**config.mk**
```make
export PLATFORM = sky130hd
export DESIGN_NAME = raster_timing_gen
export DESIGN_NICKNAME = d
export VERILOG_FILES = /design/src/rtl/rtg_pkg.sv /design/src/rtl/rtg_regs.sv /design/src/rtl/rtg_counters.sv /design/src/rtl/rtg_decode.sv /design/src/rtl/raster_timing_gen.sv
export SDC_FILE = /design/constraint.sdc
export NUM_CORES = 1
export LEC_CHECK = 0
export ABC_CLOCK_PERIOD_IN_PS = 5500
export BUFFER_PORTS_ARGS = -buffer_cell sky130_fd_sc_hd__clkbuf_2
export CAP_MARGIN = 20
export CORE_MARGIN = 4
export CORE_UTILIZATION = 49
export CTS_BUF_LIST = sky130_fd_sc_hd__clkbuf_16
export DETAILED_ROUTE_END_ITERATION = 10
export PLACE_DENSITY = 0.62
export SYNTH_ARGS = -nofsm -noshare
export SYNTH_HDL_FRONTEND = slang
export SYNTH_SLANG_ARGS = --single-unit
```
**constraint.sdc**
```tcl
create_clock -name clk -period 5.5 [get_ports clk]
set_input_delay 1.65 -clock clk [delete_from_list [all_inputs] [get_ports clk]]
set_output_delay 1.65 -clock clk [all_outputs]
set_load 0.005 [all_outputs]
```
**src/rtl/rtg_pkg.sv**
```systemverilog
package rtg_pkg;
  localparam int COORD_W = 13;
  localparam int HI_LSB  = 16;
  localparam int REG_AW  = 4;
  localparam int REG_DW  = 32;
  localparam int N_OUT   = 6;

  // output index, also the polarity bit position
  localparam int O_VBLANK = 0;
  localparam int O_HBLANK = 1;
  localparam int O_VSYNC  = 2;
  localparam int O_HSYNC  = 3;
  localparam int O_ACTIVE = 4;
  localparam int O_CHROMA = 5;

  // status bit positions
  localparam int ST_VBLANK = 12;
  localparam int ST_ACTIVE = 13;
  localparam int ST_FSYNC  = 16;

  // control bit positions
  localparam int CT_UPDATE = 1;
  localparam int CT_ENABLE = 2;

  typedef enum logic [REG_AW-1:0] {
    RA_CTRL   = 4'd0,
    RA_STAT   = 4'd1,
    RA_ACTIVE = 4'd2,
    RA_HTOT   = 4'd3,
    RA_VTOT   = 4'd4,
    RA_HSYNC  = 4'd5,
    RA_VSLINE = 4'd6,
    RA_VBOFF  = 4'd7,
    RA_VSOFF  = 4'd8,
    RA_POL    = 4'd9,
    RA_FSYNC  = 4'd10
  } reg_addr_e;

  typedef logic [COORD_W-1:0] coord_t;

  typedef struct packed {
    coord_t           hact;
    coord_t           vact;
    coord_t           htot;
    coord_t           vtot;
    coord_t           hs_beg;
    coord_t           hs_end;
    coord_t           vs_beg;
    coord_t           vs_end;
    coord_t           vb_hbeg;
    coord_t           vb_hend;
    coord_t           vs_hbeg;
    coord_t           vs_hend;
    coord_t           fs_h;
    coord_t           fs_v;
    logic [N_OUT-1:0] pol;
  } timing_cfg_t;
endpackage

```
**src/rtl/rtg_regs.sv**
```systemverilog
module rtg_regs
  import rtg_pkg::*;
#(
  parameter int AW = REG_AW,
  parameter int DW = REG_DW
) (
  input  logic          clk,
  input  logic          rst,
  input  logic          wr_en,
  input  logic [AW-1:0] addr,
  input  logic [DW-1:0] wdata,
  output logic [DW-1:0] rdata,
  input  logic          frame_end,
  input  logic [2:0]    sts_set,
  output logic          gen_en,
  output timing_cfg_t   work
);
  localparam int CW = COORD_W;

  timing_cfg_t shadow;
  logic        pending;
  logic [2:0]  sts;

  coord_t lo_f, hi_f;
  assign lo_f = wdata[CW-1:0];
  assign hi_f = wdata[HI_LSB +: CW];

  logic wr_ctrl, wr_stat, commit;
  assign wr_ctrl = wr_en && (addr == RA_CTRL);
  assign wr_stat = wr_en && (addr == RA_STAT);
  assign commit  = pending && (!gen_en || frame_end);

  logic [2:0] clr_mask;
  assign clr_mask = wr_stat ? {wdata[ST_FSYNC], wdata[ST_ACTIVE], wdata[ST_VBLANK]} : 3'b000;

  always_ff @(posedge clk) begin
    if (rst) begin
      shadow     <= '0;
      shadow.pol <= '1;
      work       <= '0;
      work.pol   <= '1;
      pending    <= 1'b0;
      gen_en     <= 1'b0;
      sts        <= '0;
    end else begin
      if (commit) begin
        work    <= shadow;
        pending <= 1'b0;
      end
      if (wr_ctrl) begin
        gen_en <= wdata[CT_ENABLE];
        if (wdata[CT_UPDATE]) pending <= 1'b1;
      end
      sts <= (sts & ~clr_mask) | sts_set;
      if (wr_en) begin
        case (addr)
          RA_ACTIVE: begin shadow.hact   <= lo_f; shadow.vact    <= hi_f; end
          RA_HTOT:          shadow.htot  <= lo_f;
          RA_VTOT:          shadow.vtot  <= lo_f;
          RA_HSYNC:  begin shadow.hs_beg <= lo_f; shadow.hs_end  <= hi_f; end
          RA_VSLINE: begin shadow.vs_beg <= lo_f; shadow.vs_end  <= hi_f; end
          RA_VBOFF:  begin shadow.vb_hbeg <= lo_f; shadow.vb_hend <= hi_f; end
          RA_VSOFF:  begin shadow.vs_hbeg <= lo_f; shadow.vs_hend <= hi_f; end
          RA_POL:           shadow.pol   <= wdata[N_OUT-1:0];
          RA_FSYNC:  begin shadow.fs_h   <= lo_f; shadow.fs_v    <= hi_f; end
          default: ;
        endcase
      end
    end
  end

  function automatic logic [DW-1:0] pair(input coord_t lo, input coord_t hi);
    logic [DW-1:0] w;
    w = '0;
    w[CW-1:0] = lo;
    w[HI_LSB +: CW] = hi;
    return w;
  endfunction

  always_comb begin
    rdata = '0;
    case (addr)
      RA_CTRL: begin
        rdata[CT_ENABLE] = gen_en;
        rdata[CT_UPDATE] = pending;
      end
      RA_STAT: begin
        rdata[ST_VBLANK] = sts[0];
        rdata[ST_ACTIVE] = sts[1];
        rdata[ST_FSYNC]  = sts[2];
      end
      RA_ACTIVE: rdata = pair(shadow.hact, shadow.vact);
      RA_HTOT:   rdata[CW-1:0] = shadow.htot;
      RA_VTOT:   rdata[CW-1:0] = shadow.vtot;
      RA_HSYNC:  rdata = pair(shadow.hs_beg, shadow.hs_end);
      RA_VSLINE: rdata = pair(shadow.vs_beg, shadow.vs_end);
      RA_VBOFF:  rdata = pair(shadow.vb_hbeg, shadow.vb_hend);
      RA_VSOFF:  rdata = pair(shadow.vs_hbeg, shadow.vs_hend);
      RA_POL:    rdata[N_OUT-1:0] = shadow.pol;
      RA_FSYNC:  rdata = pair(shadow.fs_h, shadow.fs_v);
      default:   rdata = '0;
    endcase
  end

  logic unused_wdata;
  assign unused_wdata = ^{wdata[DW-1:HI_LSB+CW], wdata[HI_LSB-1:CW], wdata[0]};

  // working set moves only when an update had been requested
  AST_CFG_ONLY_ON_UPDATE: assert property (@(posedge clk) disable iff (rst)
    !$stable(work) |-> $past(pending));

  // a set status bit survives unless its clear bit was written
  AST_STATUS_STICKY: assert property (@(posedge clk) disable iff (rst)
    (|(sts & ~clr_mask)) |=> (($past(sts & ~clr_mask) & ~sts) == 3'b000));
endmodule

```
**src/rtl/rtg_counters.sv**
```systemverilog
module rtg_counters
  import rtg_pkg::*;
#(
  parameter int CW = COORD_W
) (
  input  logic          clk,
  input  logic          rst,
  input  logic          en,
  input  logic [CW-1:0] htot,
  input  logic [CW-1:0] vtot,
  output logic [CW-1:0] h,
  output logic [CW-1:0] v,
  output logic          frame_end
);
  logic h_last, v_last;
  assign h_last    = (h == htot - 1'b1);
  assign v_last    = (v == vtot - 1'b1);
  assign frame_end = en && h_last && v_last;

  always_ff @(posedge clk) begin
    if (rst || !en) begin
      h <= '0;
      v <= '0;
    end else if (h_last) begin
      h <= '0;
      v <= v_last ? '0 : v + 1'b1;
    end else begin
      h <= h + 1'b1;
    end
  end

  // the pixel position never leaves the programmed line length
  AST_PIX_BOUND: assert property (@(posedge clk) disable iff (rst)
    (htot != '0) |-> (h < htot));
endmodule

```
**src/rtl/rtg_decode.sv**
```systemverilog
module rtg_decode
  import rtg_pkg::*;
#(
  parameter int CW = COORD_W,
  parameter int NO = N_OUT
) (
  input  logic          clk,
  input  logic          rst,
  input  logic          en,
  input  timing_cfg_t   cfg,
  input  logic [CW-1:0] h,
  input  logic [CW-1:0] v,
  output logic [NO-1:0] out_q,
  output logic          fsync_q,
  output logic [2:0]    sts_set
);
  logic [NO-1:0] raw, raw_g, raw_q, lvl, rise;
  logic          fs_d;

  logic vb_tail, vb_head, vs_after, vs_before, in_active;
  always_comb begin
    vb_tail   = (v > cfg.vact) || ((v == cfg.vact) && (h >= cfg.vb_hbeg));
    vb_head   = (v == '0) && (h < cfg.vb_hend);
    vs_after  = (v > cfg.vs_beg) || ((v == cfg.vs_beg) && (h >= cfg.vs_hbeg));
    vs_before = (v < cfg.vs_end) || ((v == cfg.vs_end) && (h < cfg.vs_hend));
    in_active = (h < cfg.hact) && (v < cfg.vact);
    raw           = '0;
    raw[O_VBLANK] = vb_tail || vb_head;
    raw[O_HBLANK] = (h >= cfg.hact);
    raw[O_VSYNC]  = vs_after && vs_before;
    raw[O_HSYNC]  = (h >= cfg.hs_beg) && (h < cfg.hs_end);
    raw[O_ACTIVE] = in_active;
    raw[O_CHROMA] = in_active;
  end

  assign raw_g = en ? raw : '0;
  assign fs_d  = en && (h == cfg.fs_h) && (v == cfg.fs_v);
  assign rise  = raw_g & ~raw_q;

  for (genvar i = 0; i < NO; i++) begin : g_pol
    assign lvl[i] = raw_g[i] ? cfg.pol[i] : ~cfg.pol[i];
  end

  always_ff @(posedge clk) begin
    if (rst) begin
      out_q   <= '0;
      raw_q   <= '0;
      fsync_q <= 1'b0;
    end else begin
      out_q   <= lvl;
      raw_q   <= raw_g;
      fsync_q <= fs_d;
    end
  end

  assign sts_set = {fs_d, rise[O_ACTIVE], rise[O_VBLANK]};

  // disabled generator drives the inactive level on the next clock
  AST_IDLE_INACTIVE: assert property (@(posedge clk) disable iff (rst)
    !en |=> (out_q == ~$past(cfg.pol)));

  // a frame-sync pulse only follows an enabled cycle
  AST_FSYNC_NEEDS_EN: assert property (@(posedge clk) disable iff (rst)
    fsync_q |-> $past(en));
endmodule

```
**src/rtl/raster_timing_gen.sv**
```systemverilog
module raster_timing_gen
  import rtg_pkg::*;
(
  input  logic        clk,
  input  logic        rst,
  input  logic        reg_wr,
  input  logic [3:0]  reg_addr,
  input  logic [31:0] reg_wdata,
  output logic [31:0] reg_rdata,
  output logic        vblank_o,
  output logic        hblank_o,
  output logic        vsync_o,
  output logic        hsync_o,
  output logic        active_video_o,
  output logic        active_chroma_o,
  output logic        fsync_o
);
  timing_cfg_t      work;
  logic             gen_en, frame_end;
  coord_t           h, v;
  logic [N_OUT-1:0] outs;
  logic [2:0]       sts_set;

  rtg_regs #(.AW(REG_AW), .DW(REG_DW)) u_regs (
    .clk(clk), .rst(rst), .wr_en(reg_wr), .addr(reg_addr), .wdata(reg_wdata),
    .rdata(reg_rdata), .frame_end(frame_end), .sts_set(sts_set),
    .gen_en(gen_en), .work(work)
  );

  rtg_counters #(.CW(COORD_W)) u_cnt (
    .clk(clk), .rst(rst), .en(gen_en), .htot(work.htot), .vtot(work.vtot),
    .h(h), .v(v), .frame_end(frame_end)
  );

  rtg_decode #(.CW(COORD_W), .NO(N_OUT)) u_dec (
    .clk(clk), .rst(rst), .en(gen_en), .cfg(work), .h(h), .v(v),
    .out_q(outs), .fsync_q(fsync_o), .sts_set(sts_set)
  );

  assign vblank_o        = outs[O_VBLANK];
  assign hblank_o        = outs[O_HBLANK];
  assign vsync_o         = outs[O_VSYNC];
  assign hsync_o         = outs[O_HSYNC];
  assign active_video_o  = outs[O_ACTIVE];
  assign active_chroma_o = outs[O_CHROMA];
endmodule

```
==> flow_metrics.tcl <==
set metrics [dict create \
    yosys-top-cells-area "dfxtp_1 41%, mux2i_1 9.0%, ha_1 8.1%" \
    most-common-layout-cells "416 x dfxtp_1, 403 x nand2_1, 246 x nor2_1, 220 x a21oi_1, 183 x mux2i_1" \
    start_util 0.499 \
    yosys.area.top_type "dfxtp_1" \
    ys_warn_count 0 \
    drt_iter0_drc 1611 \
    io_pins 78 \
    setup_viol 0 \
    syn_area_mm2 0.0205 \
    crit_arrival_ns 3.36 \
    r2r_start "u_cnt.h[0]" \
    grt_pass1_wl_um 99400 \
    fp.dieH_um 212 \
    hold_viol 0 \
    seq_area_frac_synth 0.407 \
    synth_edf_count 0 \
    ys_types 71 \
    totalWireLength_um 66200 \
    clk_path_buf_depth 3 \
    hold_path_startpoint "u_regs.shadow[187]" \
    powerDensity_mw_per_mm2 271 \
    netlist_instances 2420 \
    row_count 74 \
    ff2ff_setup_slack_ns 1.41 \
    drtAntennaViolNets 0 \
    clkSinkCount 416 \
    io_buffers 67 \
    ctsHtreeMaxLevel 2 \
    grt_setup_unrepaired "no" \
    synth_top_area_share 0.407 \
    path_max_fanout 11 \
    slew_headroom 0.110 \
    max_slew.worst_pin.slew_ns 1.34 \
    rr_worst_depth 11 \
    ys_async_sr_fraction 0 \
    place.gp.congestion 0.936 \
    clk_latency_ns 0.59 \
    ys_ff_latch 416 \
    layout.nets 2599 \
    power.leakage_nw 8.25 \
    power.total_mw 6.09 \
    avgSynthCellArea_um2 8.46 \
    setup_tns_ns 0 \
    core_mm2 0.0410 \
    final_common_cell "dfxtp_1" \
    fin_crit_ns 5.01 \
    clock_tree.root_cell "clkbuf_16" \
    overflow 0 \
    status "finished clean" \
    grt_max_degree 245 \
    routedWlPerCell_um 22.1 \
    drive_gt1_frac 0.0760 \
    crit_start "reg_addr[3]" \
    cts_tree "done" \
    cap_violations 0 \
    stdcell_count 2993 \
    drc_errors 0 \
    end_kind "output pin" \
    via_count 17600 \
    post-route-period-util 0.911 \
    whs_endpoint "u_regs.shadow[187]" \
    dp.cells 2911 \
    synth_flop_cell "dfxtp_1" \
    postCtsHoldBufs 0 \
    grt_usage 0.287 \
    r2r-end "u_dec.out_q[0]" \
    viasPerCell 5.88 \
    critPathLaunchType "primary input" \
    syn2layout_area_growth_pct 9.68 \
    ir_worst_vdd_mv 0.215 \
    grt_pass1_vias 16700 \
    drtPass1Iterations 6 \
    finClkSkew_ns 0.0364 \
    antenna_found_initial 1 \
    dp_hpwl_um 46000 \
    die-area_mm2 0.0451 \
    cts_made_buffers 44 \
    max_clock_freq_mhz 200 \
    hold_class "flip-flop to flip-flop" \
    die_w_um 212 \
    cts_resized 0 \
    hold_path_depth 2 \
    required_ns 3.85 \
    path_clk_slew_ns 0.05 \
    critical_path_class "primary input to output pin" \
    slew_viol_final 0 \
    post_cts_buffers 0 \
]
==> stage by stage <==
step	worst slack (ns)	utilization	cell area, µm²	hold slack, ns
2_1_floorplan	0.747	-	20500	0.447
4_1_cts	0.541	0.545	22400	0.474
3_3_place_gp	0.576	0.513	21000	0.461
3_5_place_dp	0.548	0.513	21000	0.467
5_1_grt	0.413	0.547	22400	0.495
6_report	0.491	0.547	22400	0.474
==> power by group <==
| part | switching, mW | internal (mW) |
|---|---|---|
| logic | 0.153 | 0.0447 |
| registers | 0.0235 | 3.03 |
| clock network | 1.25 | 1.59 |
| total | 1.43 | 4.66 |
==> metal layers <==
layer / wire [µm] / part of all wire / vias to the layer above / track usage
li1: - / - / 8278 / -
met1: 27200 / 0.41 / 8407 / 0.364
met2: 30400 / 0.46 / 704 / 0.477
met3: 4710 / 0.071 / 194 / 0.0488
met5: 74 / 0.0011 / - / 0.0119
met4: 3880 / 0.059 / 2 / 0.135
==> cell type report <==
type | instances | area (µm²)
Multi-Input combinational cell | 1709 | 10800
Timing Repair Buffer | 115 | 828
Fill cell | 3843 | 18600
Antenna cell | 1 | 2.50
Tap cell | 532 | 666
Sequential cell | 416 | 8330
Clock inverter | 34 | 230
Clock buffer | 44 | 1100
Inverter | 142 | 533
==> synthesized netlist by cell type (all sizes together), types with 3 or more instances <==
cell and n:
a211o 5, a211oi 10, a21boi 3, a21o 29, a21oi 220, a221oi 12
a222oi 5, a22o 9, a22oi 71, a31oi 6, and2 11, and3 18
and4 4, buf 36, clkbuf 121, dfxtp 416, ha 132, inv 141
mux2i 183, nand2 403, nand2b 11, nand3 61, nand4 31, nor2 250
nor2b 17, nor3 25, nor4 12, o211ai 8, o21a 13, o21ai 26
o31ai 4, or3 6, or4 3, or4b 3, xnor2 36, xor2 39
==> worst max-delay path by stage <==
stage / endpoint / slack [ns] / depth (start not counted)
2_1_floorplan: reg_rdata[2] / 0.75 / 6
3_5_place_dp: reg_rdata[28] / 0.55 / 7
5_1_grt: reg_rdata[4] / 0.41 / 9
6_report: reg_rdata[28] / 0.49 / 7
3_3_place_gp: reg_rdata[28] / 0.58 / 7
4_1_cts: reg_rdata[28] / 0.54 / 7
==> logic make-up after synthesis <==
| logic type | after synthesis | synth area share |
|---|---|---|
| xor+xnor | 75 | 0.0321 |
| fa+ha+maj | 132 | 0.0807 |
| mux | 185 | 0.0906 |
| other cells | 1 | 0.000183 |
| simple gates | 868 | 0.183 |
| buf+inv | 299 | 0.0701 |
| compound gates | 444 | 0.136 |
| flops | 416 | 0.407 |
==> registers in the layout (all words and copies together), names as in the netlist <==
signal and flops:
u_cnt.v 13, u_regs.sts 3, u_cnt.h 13, u_regs.gen_en 1, u_regs.pending 1, u_regs.shadow 188, u_dec.out_q 6, u_regs.work 188
u_dec.raw_q 2, u_dec.fsync_q 1
==> worst max-delay path, cell delays in order <==
cell and delay, ns:
clkbuf_2 0.14, nand2b_1 0.27, nor2_2 0.54, buf_4 0.34
a22oi_1 0.10, nand3_1 0.17, clkbuf_2 0.15
Note: power is estimated with default switching activity, not from simulation.
